===== src/rtl/agen_pkg.sv =====
package agen_pkg;
  localparam int unsigned AGEN_NREG  = 4;
  localparam int unsigned AGEN_OFS_W = 16;
  localparam int unsigned AGEN_PG_W  = 4;
  localparam int unsigned AGEN_ZP_W  = 6;

  typedef enum logic {
    ACC_REL = 1'b0,
    ACC_TBL = 1'b1
  } acc_kind_e;
endpackage


===== src/rtl/agen_rst_sync.sv =====
module agen_rst_sync (
  input  logic clk,
  input  logic rst_n,
  output logic rst_n_sync
);
  logic [1:0] stage_q;

  always_ff @(posedge clk or negedge rst_n) begin
    if (!rst_n) stage_q <= 2'b00;
    else        stage_q <= {stage_q[0], 1'b1};
  end

  assign rst_n_sync = stage_q[1];
endmodule


===== src/rtl/agen_regfile.sv =====
module agen_regfile #(
  parameter int unsigned NREG  = agen_pkg::AGEN_NREG,
  parameter int unsigned OFS_W = agen_pkg::AGEN_OFS_W,
  parameter int unsigned PG_W  = agen_pkg::AGEN_PG_W,
  localparam int unsigned SEL_W = $clog2(NREG)
) (
  input  logic                      clk,
  input  logic                      rst_n,
  input  logic                      ofs_we,
  input  logic [SEL_W-1:0]          ofs_wsel,
  input  logic [OFS_W-1:0]          ofs_wdata,
  input  logic                      pg_we,
  input  logic [SEL_W-1:0]          pg_wsel,
  input  logic [PG_W-1:0]           pg_wdata,
  output logic [NREG-1:0][OFS_W-1:0] ofs_q,
  output logic [NREG-1:0][PG_W-1:0]  pg_q
);
  for (genvar g = 0; g < NREG; g++) begin : g_reg
    logic             ofs_en;
    logic             pg_en;
    logic [OFS_W-1:0] ofs_d;
    logic [PG_W-1:0]  pg_d;

    always_comb begin
      ofs_en = ofs_we && (ofs_wsel == SEL_W'(g));
      pg_en  = pg_we  && (pg_wsel  == SEL_W'(g));
      ofs_d  = ofs_en ? ofs_wdata : ofs_q[g];
      pg_d   = pg_en  ? pg_wdata  : pg_q[g];
    end

    always_ff @(posedge clk or negedge rst_n) begin
      if (!rst_n) begin
        ofs_q[g] <= '0;
        pg_q[g]  <= '0;
      end else begin
        ofs_q[g] <= ofs_d;
        pg_q[g]  <= pg_d;
      end
    end
  end
endmodule


===== src/rtl/agen_former.sv =====
module agen_former #(
  parameter int unsigned NREG   = agen_pkg::AGEN_NREG,
  parameter int unsigned OFS_W  = agen_pkg::AGEN_OFS_W,
  parameter int unsigned PG_W   = agen_pkg::AGEN_PG_W,
  parameter int unsigned ZP_W   = agen_pkg::AGEN_ZP_W,
  parameter int unsigned WP_IDX = 3,
  localparam int unsigned SEL_W  = $clog2(NREG),
  localparam int unsigned ADDR_W = OFS_W + PG_W
) (
  input  agen_pkg::acc_kind_e        kind,
  input  logic [SEL_W-1:0]           acc_reg,
  input  logic [PG_W-1:0]            acc_disp,
  input  logic [ZP_W-1:0]            zp_idx,
  input  logic                       zp_dst_areg,
  input  logic [SEL_W-1:0]           zp_dst,
  input  logic [NREG-1:0][OFS_W-1:0] ofs_q,
  input  logic [NREG-1:0][PG_W-1:0]  pg_q,
  output logic [ADDR_W-1:0]          addr
);
  localparam int unsigned TBL_PAD = ADDR_W - ZP_W - 2;

  logic              vec_hit;
  logic [ADDR_W-1:0] rel_addr;
  logic [ADDR_W-1:0] tbl_addr;

  always_comb begin
    vec_hit  = zp_dst_areg &&
               ((zp_dst == SEL_W'(0)) || (zp_dst == SEL_W'(WP_IDX)));
    rel_addr = {pg_q[acc_reg] | acc_disp, ofs_q[acc_reg]};
    tbl_addr = {{TBL_PAD{1'b0}}, vec_hit, zp_idx, 1'b0};
    addr     = (kind == agen_pkg::ACC_TBL) ? tbl_addr : rel_addr;
  end
endmodule


===== src/rtl/agen_lane.sv =====
module agen_lane (
  input  logic       byte_acc,
  input  logic       addr_lsb,
  output logic [1:0] lane_en
);
  always_comb begin
    if (!byte_acc)     lane_en = 2'b11;
    else if (addr_lsb) lane_en = 2'b10;
    else               lane_en = 2'b01;
  end
endmodule


===== src/rtl/agen_top.sv =====
module agen_top #(
  parameter int unsigned NREG   = agen_pkg::AGEN_NREG,
  parameter int unsigned OFS_W  = agen_pkg::AGEN_OFS_W,
  parameter int unsigned PG_W   = agen_pkg::AGEN_PG_W,
  parameter int unsigned ZP_W   = agen_pkg::AGEN_ZP_W,
  parameter int unsigned WP_IDX = 3,
  localparam int unsigned SEL_W  = $clog2(NREG),
  localparam int unsigned ADDR_W = OFS_W + PG_W
) (
  input  logic              clk,
  input  logic              rst_n,
  input  logic              ofs_we,
  input  logic [SEL_W-1:0]  ofs_wsel,
  input  logic [OFS_W-1:0]  ofs_wdata,
  input  logic              pg_we,
  input  logic [SEL_W-1:0]  pg_wsel,
  input  logic [PG_W-1:0]   pg_wdata,
  input  logic              acc_zp,
  input  logic [SEL_W-1:0]  acc_reg,
  input  logic [PG_W-1:0]   acc_disp,
  input  logic [ZP_W-1:0]   zp_idx,
  input  logic              zp_dst_areg,
  input  logic [SEL_W-1:0]  zp_dst,
  input  logic              byte_acc,
  output logic [ADDR_W-1:0] mem_addr,
  output logic [1:0]        lane_en
);
  logic                       rst_n_int;
  logic [NREG-1:0][OFS_W-1:0] ofs_q;
  logic [NREG-1:0][PG_W-1:0]  pg_q;
  agen_pkg::acc_kind_e        kind;

  assign kind = acc_zp ? agen_pkg::ACC_TBL : agen_pkg::ACC_REL;

  agen_rst_sync u_rst (
    .clk        (clk),
    .rst_n      (rst_n),
    .rst_n_sync (rst_n_int)
  );

  agen_regfile #(.NREG(NREG), .OFS_W(OFS_W), .PG_W(PG_W)) u_regs (
    .clk       (clk),
    .rst_n     (rst_n_int),
    .ofs_we    (ofs_we),
    .ofs_wsel  (ofs_wsel),
    .ofs_wdata (ofs_wdata),
    .pg_we     (pg_we),
    .pg_wsel   (pg_wsel),
    .pg_wdata  (pg_wdata),
    .ofs_q     (ofs_q),
    .pg_q      (pg_q)
  );

  agen_former #(.NREG(NREG), .OFS_W(OFS_W), .PG_W(PG_W), .ZP_W(ZP_W),
                .WP_IDX(WP_IDX)) u_form (
    .kind        (kind),
    .acc_reg     (acc_reg),
    .acc_disp    (acc_disp),
    .zp_idx      (zp_idx),
    .zp_dst_areg (zp_dst_areg),
    .zp_dst      (zp_dst),
    .ofs_q       (ofs_q),
    .pg_q        (pg_q),
    .addr        (mem_addr)
  );

  agen_lane u_lane (
    .byte_acc (byte_acc),
    .addr_lsb (mem_addr[0]),
    .lane_en  (lane_en)
  );
endmodule


===== config.mk =====
export PLATFORM = sky130hd
export DESIGN_NAME = agen_top
export DESIGN_NICKNAME = d
export VERILOG_FILES = /design/src/rtl/agen_pkg.sv /design/src/rtl/agen_rst_sync.sv /design/src/rtl/agen_regfile.sv /design/src/rtl/agen_former.sv /design/src/rtl/agen_lane.sv /design/src/rtl/agen_top.sv
export SDC_FILE = /design/constraint.sdc
export NUM_CORES = 1
export LEC_CHECK = 0
export ABC_CLOCK_PERIOD_IN_PS = 3700
export BUFFER_PORTS_ARGS = -buffer_cell sky130_fd_sc_hd__buf_2
export CAP_MARGIN = 20
export CORE_MARGIN = 3
export CORE_UTILIZATION = 50
export CTS_BUF_LIST = sky130_fd_sc_hd__clkbuf_8
export DETAILED_ROUTE_END_ITERATION = 10
export PLACE_DENSITY = 0.72
export SETUP_SLACK_MARGIN = 0.15
export SLEW_MARGIN = 5
export SYNTH_ARGS = -nofsm -noshare
export SYNTH_HDL_FRONTEND = slang
export SYNTH_HIERARCHICAL = 1
export SYNTH_SLANG_ARGS = --single-unit

===== constraint.sdc =====
create_clock -name clk -period 3.7 [get_ports clk]
set_input_delay 0.555 -clock clk [delete_from_list [all_inputs] [get_ports clk]]
set_output_delay 0.555 -clock clk [all_outputs]
set_load 0.05 [all_outputs]

==> results of run 1 <==
worst min path at each step:
stage | to | depth (start not counted) | slack (ns) | from
2_1_floorplan | u_rst/stage_q[0]$_DFF_PN0_ | 0 | 0.26 | rst_n
5_1_grt | u_regs/ofs_q[37]$_DFFE_PN0P_ | 0 | 0.36 | u_rst/stage_q[1]$_DFF_PN0_
4_1_cts | u_rst/stage_q[1]$_DFF_PN0_ | 0 | 0.37 | u_rst/stage_q[0]$_DFF_PN0_
3_3_place_gp | u_rst/stage_q[0]$_DFF_PN0_ | 1 | 0.34 | rst_n
3_5_place_dp | u_rst/stage_q[0]$_DFF_PN0_ | 1 | 0.34 | rst_n
6_report | u_regs/ofs_q[37]$_DFFE_PN0P_ | 0 | 0.31 | u_rst/stage_q[1]$_DFF_PN0_
through the flow:
step / power (mW) / std cells / hold WS [ns] / util, % / cell area (um2)
finish: 2.34 / 433 / 0.313 / 60.5 / 4460
detailed placement: 1.68 / 415 / 0.338 / 57.2 / 4220
global route: 2.46 / 433 / 0.360 / 60.5 / 4460
floorplan: 1.55 / 261 / 0.259 / - / 3850
CTS: 2.37 / 432 / 0.365 / 60.2 / 4440
global placement: 1.66 / 415 / 0.339 / 57.2 / 4220
cell usage in the layout (no fill, tap or decap), types with 4 or more instances in the layout:
| master | n |
|---|---|
| sky130_fd_sc_hd__inv_1 | 12 |
| sky130_fd_sc_hd__a311oi_1 | 4 |
| sky130_fd_sc_hd__a221oi_1 | 6 |
| sky130_fd_sc_hd__mux4_2 | 8 |
| sky130_fd_sc_hd__mux2_2 | 81 |
| sky130_fd_sc_hd__dfrtp_1 | 81 |
| sky130_fd_sc_hd__nor2b_1 | 19 |
| sky130_fd_sc_hd__clkbuf_8 | 9 |
| sky130_fd_sc_hd__mux2i_1 | 11 |
| sky130_fd_sc_hd__buf_2 | 66 |
| sky130_fd_sc_hd__a211oi_1 | 6 |
critical path, delay by kind of cell:
family        cells  cell delay [ns]
simple gates      1             0.16
buf+inv           3             0.81
mux               1             0.55
state kept, by name, indices dropped and copies added (netlist names):
name / count
u_regs/pg_q: 16
u_regs/ofs_q: 64
u_rst/stage_q: 2
repair_timing:
action / 4_1_cts / 5_1_grt
endpoints found under the setup margin: 0 / 0
hold buffers: 1 / 0
gates resized for setup: 0 / 0
hold endpoints to repair: 2 / 0
per-layer routing:
layer  share of wire [%]  up-vias  wire length [um]  track usage [%]
li1                    -     1100                 -                -
met1                  45     1210              3380             25.1
met2                  48       52              3610             28.3
met3                 4.7       12               354             3.21
met4                 1.8        0               137             7.94
met5                   0        -                 0                0
synth_stat cells:
cell type / number / area, um2
sky130_fd_sc_hd__dfrtp_1: 82 / 2050
sky130_fd_sc_hd__mux2_2: 81 / 912
sky130_fd_sc_hd__nor2b_1: 19 / 119
sky130_fd_sc_hd__mux2i_1: 11 / 110
sky130_fd_sc_hd__inv_1: 10 / 37.5
sky130_fd_sc_hd__mux4_2: 8 / 180
sky130_fd_sc_hd__a211oi_1: 6 / 45.0
sky130_fd_sc_hd__a221oi_1: 6 / 52.6
sky130_fd_sc_hd__buf_6: 5 / 56.3
sky130_fd_sc_hd__a311oi_1: 4 / 35.0
sky130_fd_sc_hd__buf_2: 3 / 15.0
sky130_fd_sc_hd__a2111oi_0: 2 / 17.5
sky130_fd_sc_hd__a2111oi_2: 2 / 30.0
sky130_fd_sc_hd__buf_4: 2 / 15.0
sky130_fd_sc_hd__clkbuf_1: 2 / 7.51
sky130_fd_sc_hd__nand2b_1: 2 / 12.5
sky130_fd_sc_hd__nand3b_1: 2 / 15.0
sky130_fd_sc_hd__nand3b_2: 2 / 22.5
sky130_fd_sc_hd__a32oi_1: 1 / 8.76
sky130_fd_sc_hd__clkbuf_8: 1 / 13.8
sky130_fd_sc_hd__conb_1: 1 / 3.75
sky130_fd_sc_hd__mux4_1: 1 / 26.3
sky130_fd_sc_hd__nand2_1: 1 / 3.75
sky130_fd_sc_hd__nand3_1: 1 / 5.00
sky130_fd_sc_hd__nand3_2: 1 / 10.0
sky130_fd_sc_hd__nor2_1: 1 / 3.75
sky130_fd_sc_hd__nor3b_1: 1 / 7.51
sky130_fd_sc_hd__nor3b_4: 1 / 18.8
sky130_fd_sc_hd__o21ai_0: 1 / 5.00
sky130_fd_sc_hd__xnor2_1: 1 / 8.76
final cells by class:
cell class | instances | area, um2 | share of cell area (%)
Clock buffer | 9 | 124 | 2.78
Clock inverter | 7 | 87.6 | 1.97
Inverter | 10 | 37.5 | 0.842
Multi-Input combinational cell | 156 | 1650 | 37.1
Sequential cell | 82 | 2060 | 46.1
Tap cell | 99 | 124 | 2.78
Timing Repair Buffer | 70 | 375 | 8.42
power groups by stage:
stage | registers (mW) | logic (mW) | clock network [mW]
after floorplan | 1.14 | 0.407 | 0
after global placement | 1.16 | 0.491 | 0
after detailed placement | 1.18 | 0.503 | 0
after CTS | 1.16 | 0.505 | 0.706
after global routing | 1.17 | 0.550 | 0.740
final | 1.15 | 0.510 | 0.686
kinds of logic after synthesis:
family,after synthesis
mux,101
flops,82
simple gates,31
buf+inv,23
compound gates,22
xor+xnor,1
other cells,1
==> metrics.txt, run 1 <==
number of remaining DRC errors=0; complex-gate fraction of the synthesized area=5.04%; ant diodes=0; largest net degree at the start of global routing=81; Final Routed Wirelength=7.49 mm; sinks on the clock net=82; floorplan die area=between 0.008 and 0.009 mm2; netlist area before placement=0.00385 mm2; Critical R2R Capture=u_regs/pg_q[7]$_DFFE_PN0P_; startpoint of the most critical register-to-register path=u_rst/stage_q[1]$_DFF_PN0_; setup bufs post-CTS=0; y dimension of the die=93.8 um; Core Region=around 0.0074 mm2; worst vdd rail ir drop=0.383 mV; initial antenna violation count=0; internal power=1.69 mW; top-level I/O count=67; Skew-Pair Late Insertion Delay=0.35 ns; dominant combinational cell family by area after synthesis=multiplexers; gr usage total=between 10% and 20%; number of nets in the layout=374; Vias=2374; capture point of the worst path=mem_addr[9]; maximum number of buffers from clock root to sink=2; Detailed Place HPWL=4.92 mm; setup TNS=0 ns; worst endpoint required time=between 3 and 4 ns; setup slack of the most critical reg-to-reg path=between 2 and 3 ns; nets in the synthesized netlist=roughly 310; gp weighted congestion=0.711; buffer type at the clock tree root=sky130_fd_sc_hd__clkbuf_8; number of rows created at floorplan=31; post-synthesis to final-layout area growth=15.8%; fmax=0.378 GHz; remaining antenna violation count=0; clock transition at the registers of the reported paths=0.08 ns; post-synth cell types=30; sequential cell area fraction in the yosys report=53.3%; net load switching power=0.657 mW; final-report max-slew violation count=0; total leakage power=1.99 nW; Worst Reg-to-Reg Cells=1; GRT Residual Overflow=0; startpoint of the worst setup timing path=acc_reg[0]; combinational cell fraction of total power=21.8%; outcome=finished, final reports clean; synthesized netlist cell count=261; switching part of the total=about 28%; library cell appearing most often on the critical path=sky130_fd_sc_hd__buf_2; share of cells above drive strength 1=between 50 and 60%; Synth Register Bits=82; Worst EP arrival=2.09 ns; Setup WS post-layout=1.06 ns; Post-Syn Area per Cell=14.8 um2; share of synthesized cell area in and, or, nand and nor gates=5.65%; startpoint kind of the worst setup timing path=primary input; type of element capturing the critical path=output port; Slowest-stage cell, CP=sky130_fd_sc_hd__mux4_2; power density over cell area=526 mW/mm2; final period demand of the worst path=2.64 ns; number of global-route vias before repair=2431; worst slack at placement=1.07 ns; number of setup violations in the final report=0; average routed wire per standard cell=between 15 and 20 um; list of cells traversed by the critical path=buf_2, buf_4, mux4_2, nor2b_1, buf_2; CTS HTree Levels=3; Hold Fails Final Rpt=0; count of max-cap constraint violations=0; critical-path maximum fanout=22; clock network fraction of total power=between 20% and 30%; sequential share of power=about half; unrepaired setup endpoints after global routing=no; Horiz. Die Dim=roughly 94 um; Filler Cells Inserted=between 600 and 700; detailed-routing iteration count for the pre-antenna-repair pass=4; CTS tree=yes; share of the clock period used by the worst path after layout=between 70% and 80%; global-route wire length before repair=12.2 mm; adder-cell area share of the yosys netlist=0%; PortBufs=66; multiplexer share of the synthesized area=approximately a third; worst slew margin relative to its limit=~37%; Num CTS Buffers=9; number of warnings reported in the yosys synthesis log=6; Fin Clk Skew=0.00542 ns; initial DRC count=66; Tightest Pin Transition=0.945 ns; XOR/XNOR Fraction of Synth Area=0.227%; class of the worst hold path=reg2async; effective utilization at floorplan=~52%; slowest cell delay on critical path=0.55 ns; average via count per standard cell=5.48; CP Class=in2out
Note: power is estimated with default switching activity, not from simulation.
==> run 2: changes to the inputs <==
--- a/config.mk
+++ b/config.mk
@@ -5,7 +5,7 @@
 export SDC_FILE = /design/constraint.sdc
 export NUM_CORES = 1
 export LEC_CHECK = 0
-export ABC_CLOCK_PERIOD_IN_PS = 3700
+export ABC_CLOCK_PERIOD_IN_PS = 2600
 export BUFFER_PORTS_ARGS = -buffer_cell sky130_fd_sc_hd__buf_2
 export CAP_MARGIN = 20
 export CORE_MARGIN = 3
==> constraint.sdc (replaced) <==
create_clock -name clk -period 2.6 [get_ports clk]
set_input_delay 0.39 -clock clk [delete_from_list [all_inputs] [get_ports clk]]
set_output_delay 0.39 -clock clk [all_outputs]
set_load 0.05 [all_outputs]
==> metrics.txt, run 2 (synthesis results as in run 1) <==
sequential share of power=about 50%; share of cells above drive strength 1=54.9%; maximum number of buffers from clock root to sink=2; number of remaining DRC errors=0; count of max-cap constraint violations=0; remaining antenna violation count=0; post-synthesis to final-layout area growth=16.8%; final-report max-slew violation count=0; Setup WS post-layout=0.410 ns; Skew-Pair Late Insertion Delay=0.34 ns; Slowest-stage cell, CP=sky130_fd_sc_hd__mux4_1; internal power=~2.3 mW; effective utilization at floorplan=52.2%; leading registers by flop count=u_regs/ofs_q: 64 flops, u_regs/pg_q: 16 flops, u_rst/stage_q: 2 flops; Tightest Pin Transition=0.712 ns; Num CTS Buffers=9; Final Total Pwr=3.20 mW; CTS HTree Levels=3; clock transition at the registers of the reported paths=0.07 ns; register containing the most flip-flops in the final layout=u_regs/ofs_q; slowest cell delay on critical path=0.61 ns; number of rows created at floorplan=31; Core Region=0.00737 mm2; y dimension of the die=93.8 um; Horiz. Die Dim=93.8 um; setup bufs post-CTS=0; top-level I/O count=67; total leakage power=2.02 nW; Final Routed Wirelength=7.35 mm; Resize count post-CTS=0; ant diodes=0; combinational cell fraction of total power=23.3%; Post-Layout Inst Area=0.00450 mm2; floorplan die area=approximately 0.0088 mm2; list of cells traversed by the critical path=buf_2, mux4_1, nor2b_2, nand2b_1, buf_2; startpoint kind of the worst setup timing path=primary input; type of element capturing the critical path=output port; Hold Fails Final Rpt=0; number of setup violations in the final report=0; sinks on the clock net=between 80 and 90; library cell appearing most often on the critical path=sky130_fd_sc_hd__buf_2; worst vdd rail ir drop=0.409 mV; number of flip-flops under the largest register name=64; share of the clock period used by the worst path after layout=84.2%; number of nets in the layout=377; fmax=about 0.46 GHz; area of placed instances=0.00428 mm2; buffer type at the clock tree root=sky130_fd_sc_hd__clkbuf_8; Detailed Place HPWL=4.97 mm; outcome=finished, final reports clean; initial antenna violation count=0; cell family with the largest share of critical-path delay=multiplexers; Worst EP arrival=approximately 1.8 ns; CP Class=in2out; power density over cell area=712 mW/mm2; final period demand of the worst path=2.19 ns; worst endpoint required time=2.21 ns; largest net degree at the start of global routing=81; number of buffers and inverters on the critical path=2; detailed-routing iteration count for the pre-antenna-repair pass=4; net load switching power=roughly 0.91 mW; worst slew margin relative to its limit=a little over half; commonest non-fill, non-tap cells in the layout=81 x sky130_fd_sc_hd__mux2_2, 81 x sky130_fd_sc_hd__dfrtp_1, 66 x sky130_fd_sc_hd__buf_2; worst slack at placement=0.424 ns; setup TNS=0 ns; unrepaired setup endpoints after global routing=no; Fin Clk Skew=0.00458 ns; clock network fraction of total power=around a quarter; post-cts hold buffer count=1; CTS tree=yes; average routed wire per standard cell=around 17 um; average via count per standard cell=5.50; number of global-route vias before repair=2422; critical-path maximum fanout=7; class of the worst hold path=reg2async; GRT Residual Overflow=0; Vias=between 2000 and 2500; final-layout worst hold slack=0.190 ns; switching part of the total=28.3%; gp weighted congestion=0.725; global-route wire length before repair=12.2 mm; PortBufs=66; gr usage total=17.9%; initial DRC count=77
==> run 2: changes by cell type in the layout (fill, tap and decap cells not counted), sizes merged <==
cell | previous run | this run
buf | 69 | 72
bufinv | 2 | 0
clkbuf | 9 | 12
clkinv | 1 | 2
clkinvlp | 2 | 0
==> run 2: routing by layer <==
layer / up-vias / track usage [%] / part of all wire [%]
li1: 1118 / - / -
met5: - / 0 / 0
met3: 8 / 3.29 / 4.3
met2: 49 / 28.8 / 49
met1: 1221 / 24.6 / 46
met4: 0 / 6.14 / 1.1
==> run 2: power groups by stage <==
stage	combinational (mW)	sequential, mW	clock [mW]
after floorplan	0.583	1.63	0
after global placement	0.709	1.66	0
after detailed placement	0.728	1.67	0
after CTS	0.732	1.65	0.863
after global routing	0.804	1.66	0.922
final	0.747	1.63	0.828
==> run 2: final timing paths <==
| path | from | endpoint | slack [ns] | cells past startpoint |
|---|---|---|---|---|
| max in group asynchronous | u_rst/stage_q[1]$_DFF_PN0_ | u_regs/ofs_q[11]$_DFFE_PN0P_ | 1.84 | 1 |
| worst max-delay path | acc_reg[0] | lane_en[1] | 0.41 | 5 |
| min in group clk | ofs_wdata[2] | u_regs/ofs_q[50]$_DFFE_PN0P_ | 0.32 | 2 |
| worst max register to register | u_regs/ofs_q[27]$_DFFE_PN0P_ | u_regs/ofs_q[27]$_DFFE_PN0P_ | 1.82 | 1 |
| worst min register to register | u_rst/stage_q[1]$_DFF_PN0_ | u_regs/ofs_q[5]$_DFFE_PN0P_ | 0.19 | 0 |
| worst min-delay path | u_rst/stage_q[1]$_DFF_PN0_ | u_regs/ofs_q[5]$_DFFE_PN0P_ | 0.19 | 0 |
==> run 2: final cells by class <==
type / count / area, um2
Tap cell: 99 / 124
Clock buffer: 12 / 165
Timing Repair Buffer: 73 / 430
Inverter: 10 / 37.5
Multi-Input combinational cell: 156 / 1670
Sequential cell: 82 / 2060
Fill cell: 613 / 2870
Clock inverter: 4 / 17.5
==> run 2: stage by stage <==
step | utilization (%) | cells
final | 61.0 | 436
after CTS | 60.7 | 435
after floorplan | - | 261
after global routing | 61.0 | 436
after detailed placement | 58.0 | 418
after global placement | 58.0 | 418
==> run 3: changes to the inputs <==
--- a/config.mk
+++ b/config.mk
@@ -5,7 +5,8 @@
 export SDC_FILE = /design/constraint.sdc
 export NUM_CORES = 1
 export LEC_CHECK = 0
-export ABC_CLOCK_PERIOD_IN_PS = 2600
+export ABC_AREA = 1
+export ABC_CLOCK_PERIOD_IN_PS = 2200
 export BUFFER_PORTS_ARGS = -buffer_cell sky130_fd_sc_hd__buf_2
 export CAP_MARGIN = 20
 export CORE_MARGIN = 3
==> constraint.sdc (replaced) <==
create_clock -name clk -period 2.2 [get_ports clk]
set_input_delay 0.33 -clock clk [delete_from_list [all_inputs] [get_ports clk]]
set_output_delay 0.33 -clock clk [all_outputs]
set_load 0.05 [all_outputs]
==> metrics.txt, run 3 <==
class of the worst hold path=in2reg; worst vdd rail ir drop=0.378 mV; share of cells above drive strength 1=16.0%; library cell with the largest summed area after synthesis=sky130_fd_sc_hd__dfrtp_1; unrepaired setup endpoints after global routing=no; y dimension of the die=98.9 um; Worst EP arrival=1.60 ns; number of setup violations in the final report=0; total leakage power=2.75 nW; clock transition at the registers of the reported paths=roughly 0.080 ns; final-report max-slew violation count=0; Tightest Pin Transition=around 0.56 ns; initial DRC count=356; Skew-Pair Late Insertion Delay=between 0.3 and 0.4 ns; post-synthesis to final-layout area growth=13.5%; Critical R2R Capture=u_regs/ofs_q[47]$_DFFE_PN0P_; detailed-routing iteration count for the pre-antenna-repair pass=5; post-synth cell types=21; startpoint of the most critical register-to-register path=u_rst/stage_q[1]$_DFF_PN0_; slowest cell delay on critical path=0.25 ns; Slowest-stage cell, CP=sky130_fd_sc_hd__buf_4; CP Class=in2out; buffer type at the clock tree root=sky130_fd_sc_hd__clkbuf_8; count of max-cap constraint violations=0; floorplan die area=0.00978 mm2; commonest non-fill, non-tap cells in the layout=248 x sky130_fd_sc_hd__nand2_1, 81 x sky130_fd_sc_hd__dfrtp_1, 66 x sky130_fd_sc_hd__buf_2; synth top area cells=sky130_fd_sc_hd__dfrtp_1 48%, sky130_fd_sc_hd__nand2_1 22%, sky130_fd_sc_hd__nand4_1 8.7%; final period demand of the worst path=between 1.5 and 2 ns; effective utilization at floorplan=52.0%; Final Total Pwr=3.77 mW; most common library cell in the layout ignoring fill and taps=sky130_fd_sc_hd__nand2_1; setup TNS=0 ns; sequential cell area fraction in the yosys report=47.6%; startpoint of the worst setup timing path=acc_reg[0]; average via count per standard cell=5.44; average routed wire per standard cell=15.6 um; initial antenna violation count=0; setup slack of the most critical reg-to-reg path=between 1 and 1.5 ns; Filler Cells Inserted=just under 800; synthesized netlist cell count=594; register containing the most flip-flops in the final layout=u_regs/ofs_q; PortBufs=66; number of nets in the layout=693; CTS HTree Levels=3; gr usage total=between 20% and 30%; Num CTS Buffers=9; Synth Register Bits=82; worst slack at placement=0.303 ns; Fin Clk Skew=between 0.01 and 0.015 ns; async set or reset register ratio after synthesis=100%; netlist area before placement=0.00432 mm2; share of the clock period used by the worst path after layout=87.9%; worst endpoint required time=1.87 ns; number of rows created at floorplan=33; Horiz. Die Dim=98.9 um; Post-Syn Area per Cell=7.26 um2; CTS tree=yes; Vias=between 4000 and 5000; top-level I/O count=67; fmax=approximately 0.52 GHz; Detailed Place HPWL=a little under 8 mm; number of warnings reported in the yosys synthesis log=6; type of element capturing the critical path=output port; maximum number of buffers from clock root to sink=2; top flip-flop cell by instance count after synthesis=sky130_fd_sc_hd__dfrtp_1; Post-synth EDFFs=0; gp weighted congestion=around 0.86; Setup WS post-layout=0.267 ns; Core Region=0.00830 mm2; capture point of the worst path=mem_addr[6]; GRT Residual Overflow=0; number of global-route vias before repair=3876; startpoint kind of the worst setup timing path=primary input; critical-path maximum fanout=18; number of remaining DRC errors=0; Final Routed Wirelength=11.8 mm; largest net degree at the start of global routing=44; library cell appearing most often on the critical path=sky130_fd_sc_hd__nand2_1; leading post-synthesis cells by instance count=248 x sky130_fd_sc_hd__nand2_1, 82 x sky130_fd_sc_hd__dfrtp_1, 60 x sky130_fd_sc_hd__nand4_1; Worst Reg-to-Reg Cells=1; Resize count post-CTS=0; outcome=finished, final reports clean; Hold Fails Final Rpt=0; list of cells traversed by the critical path=buf_2, inv_2, buf_4, nand2_1, nand2_1, nand2_1, nand2_1, nand2_1, nand2_1, buf_2; worst slew margin relative to its limit=62.7%; sinks on the clock net=slightly above 80; most used standard cell by instance count after synthesis=sky130_fd_sc_hd__nand2_1; nets in the synthesized netlist=approximately 640; leading registers by flop count=u_regs/ofs_q: 64 flops, u_regs/pg_q: 16 flops, u_rst/stage_q: 2 flops; remaining antenna violation count=0; ant diodes=0; global-route wire length before repair=about 20 mm; power density over cell area=770 mW/mm2; number of flip-flops under the largest register name=64; Yosys top cell area share=47.6%
## run 3: cell types whose count changed after synthesis, moves of 17 or more
cell	previous run	this run
sky130_fd_sc_hd__o21ai_0	1	18
sky130_fd_sc_hd__nor2_1	1	38
sky130_fd_sc_hd__nand3_1	1	46
sky130_fd_sc_hd__mux2_2	81	0
sky130_fd_sc_hd__inv_1	10	42
sky130_fd_sc_hd__nand2_1	1	248
sky130_fd_sc_hd__nor2b_1	19	0
sky130_fd_sc_hd__nand4_1	0	60
## run 3: critical path, delay by kind of cell
family	cells	cell delay, ns
AND/OR/NAND/NOR	6	0.42
buffers and inverters	4	0.84
## run 3: final cells by class
type	count	area [um2]	share of cell area, %
multi-input cells	425	1870	38.1
clock buffers	9	124	2.53
flip-flops and latches	82	2060	42.0
well taps	105	131	2.68
repair buffers	85	500	10.2
inverters	45	169	3.45
clock inverters	6	52.6	1.07
## run 3: worst min path at each step
stage                 start                            to  cells past startpoint
5_1_grt        ofs_wdata[3]  u_regs/ofs_q[51]$_DFFE_PN0P_                      3
3_5_place_dp          rst_n    u_rst/stage_q[0]$_DFF_PN0_                      1
4_1_cts        ofs_wdata[3]   u_regs/ofs_q[3]$_DFFE_PN0P_                      3
6_report       ofs_wdata[3]   u_regs/ofs_q[3]$_DFFE_PN0P_                      3
2_1_floorplan         rst_n    u_rst/stage_q[0]$_DFF_PN0_                      0
3_3_place_gp          rst_n    u_rst/stage_q[0]$_DFF_PN0_                      1
## run 3: cells by family (layout without fill, tap and decap cells)
group                  after synthesis  after routing  share of synthesized area, %
buffers and inverters               87            145                          9.45
other                                1              1                        0.0869
AOI/OAI and AO/OA                   28             28                          3.25
and+or+nand+nor                    396            396                          39.7
DFF                                 82             82                          47.6
## run 3: report_power, final
group	internal (mW)	switching, mW	leakage (nW)
clock	0.505	0.528	0.101
sequential	1.74	0.142	1.02
combinational	0.272	0.585	1.63
total	2.52	1.26	2.75
## run 3: through the flow
stage | utilization (%) | hold slack (ns) | std cells | cell area [um2]
floorplan | - | 0.0344 | 594 | 4330
global placement | 56.8 | 0.115 | 741 | 4710
detailed placement | 56.8 | 0.118 | 741 | 4710
CTS | 59.0 | 0.240 | 757 | 4900
global route | 59.0 | 0.251 | 757 | 4900
finish | 59.0 | 0.253 | 757 | 4900
## run 3: timing repair
item                      CTS  global route
hold endpoints to repair    2             0
hold buffers                1             0
setup buffers               0             0
## run 3: metal layers
metal / GRT usage (%) / up-vias / routed length [um]
li1: - / 2007 / -
met3: 3.40 / 17 / 808
met5: 0 / - / 0
met2: 37.5 / 156 / 5470
met1: 36.6 / 1938 / 5290
met4: 9.14 / 0 / 243
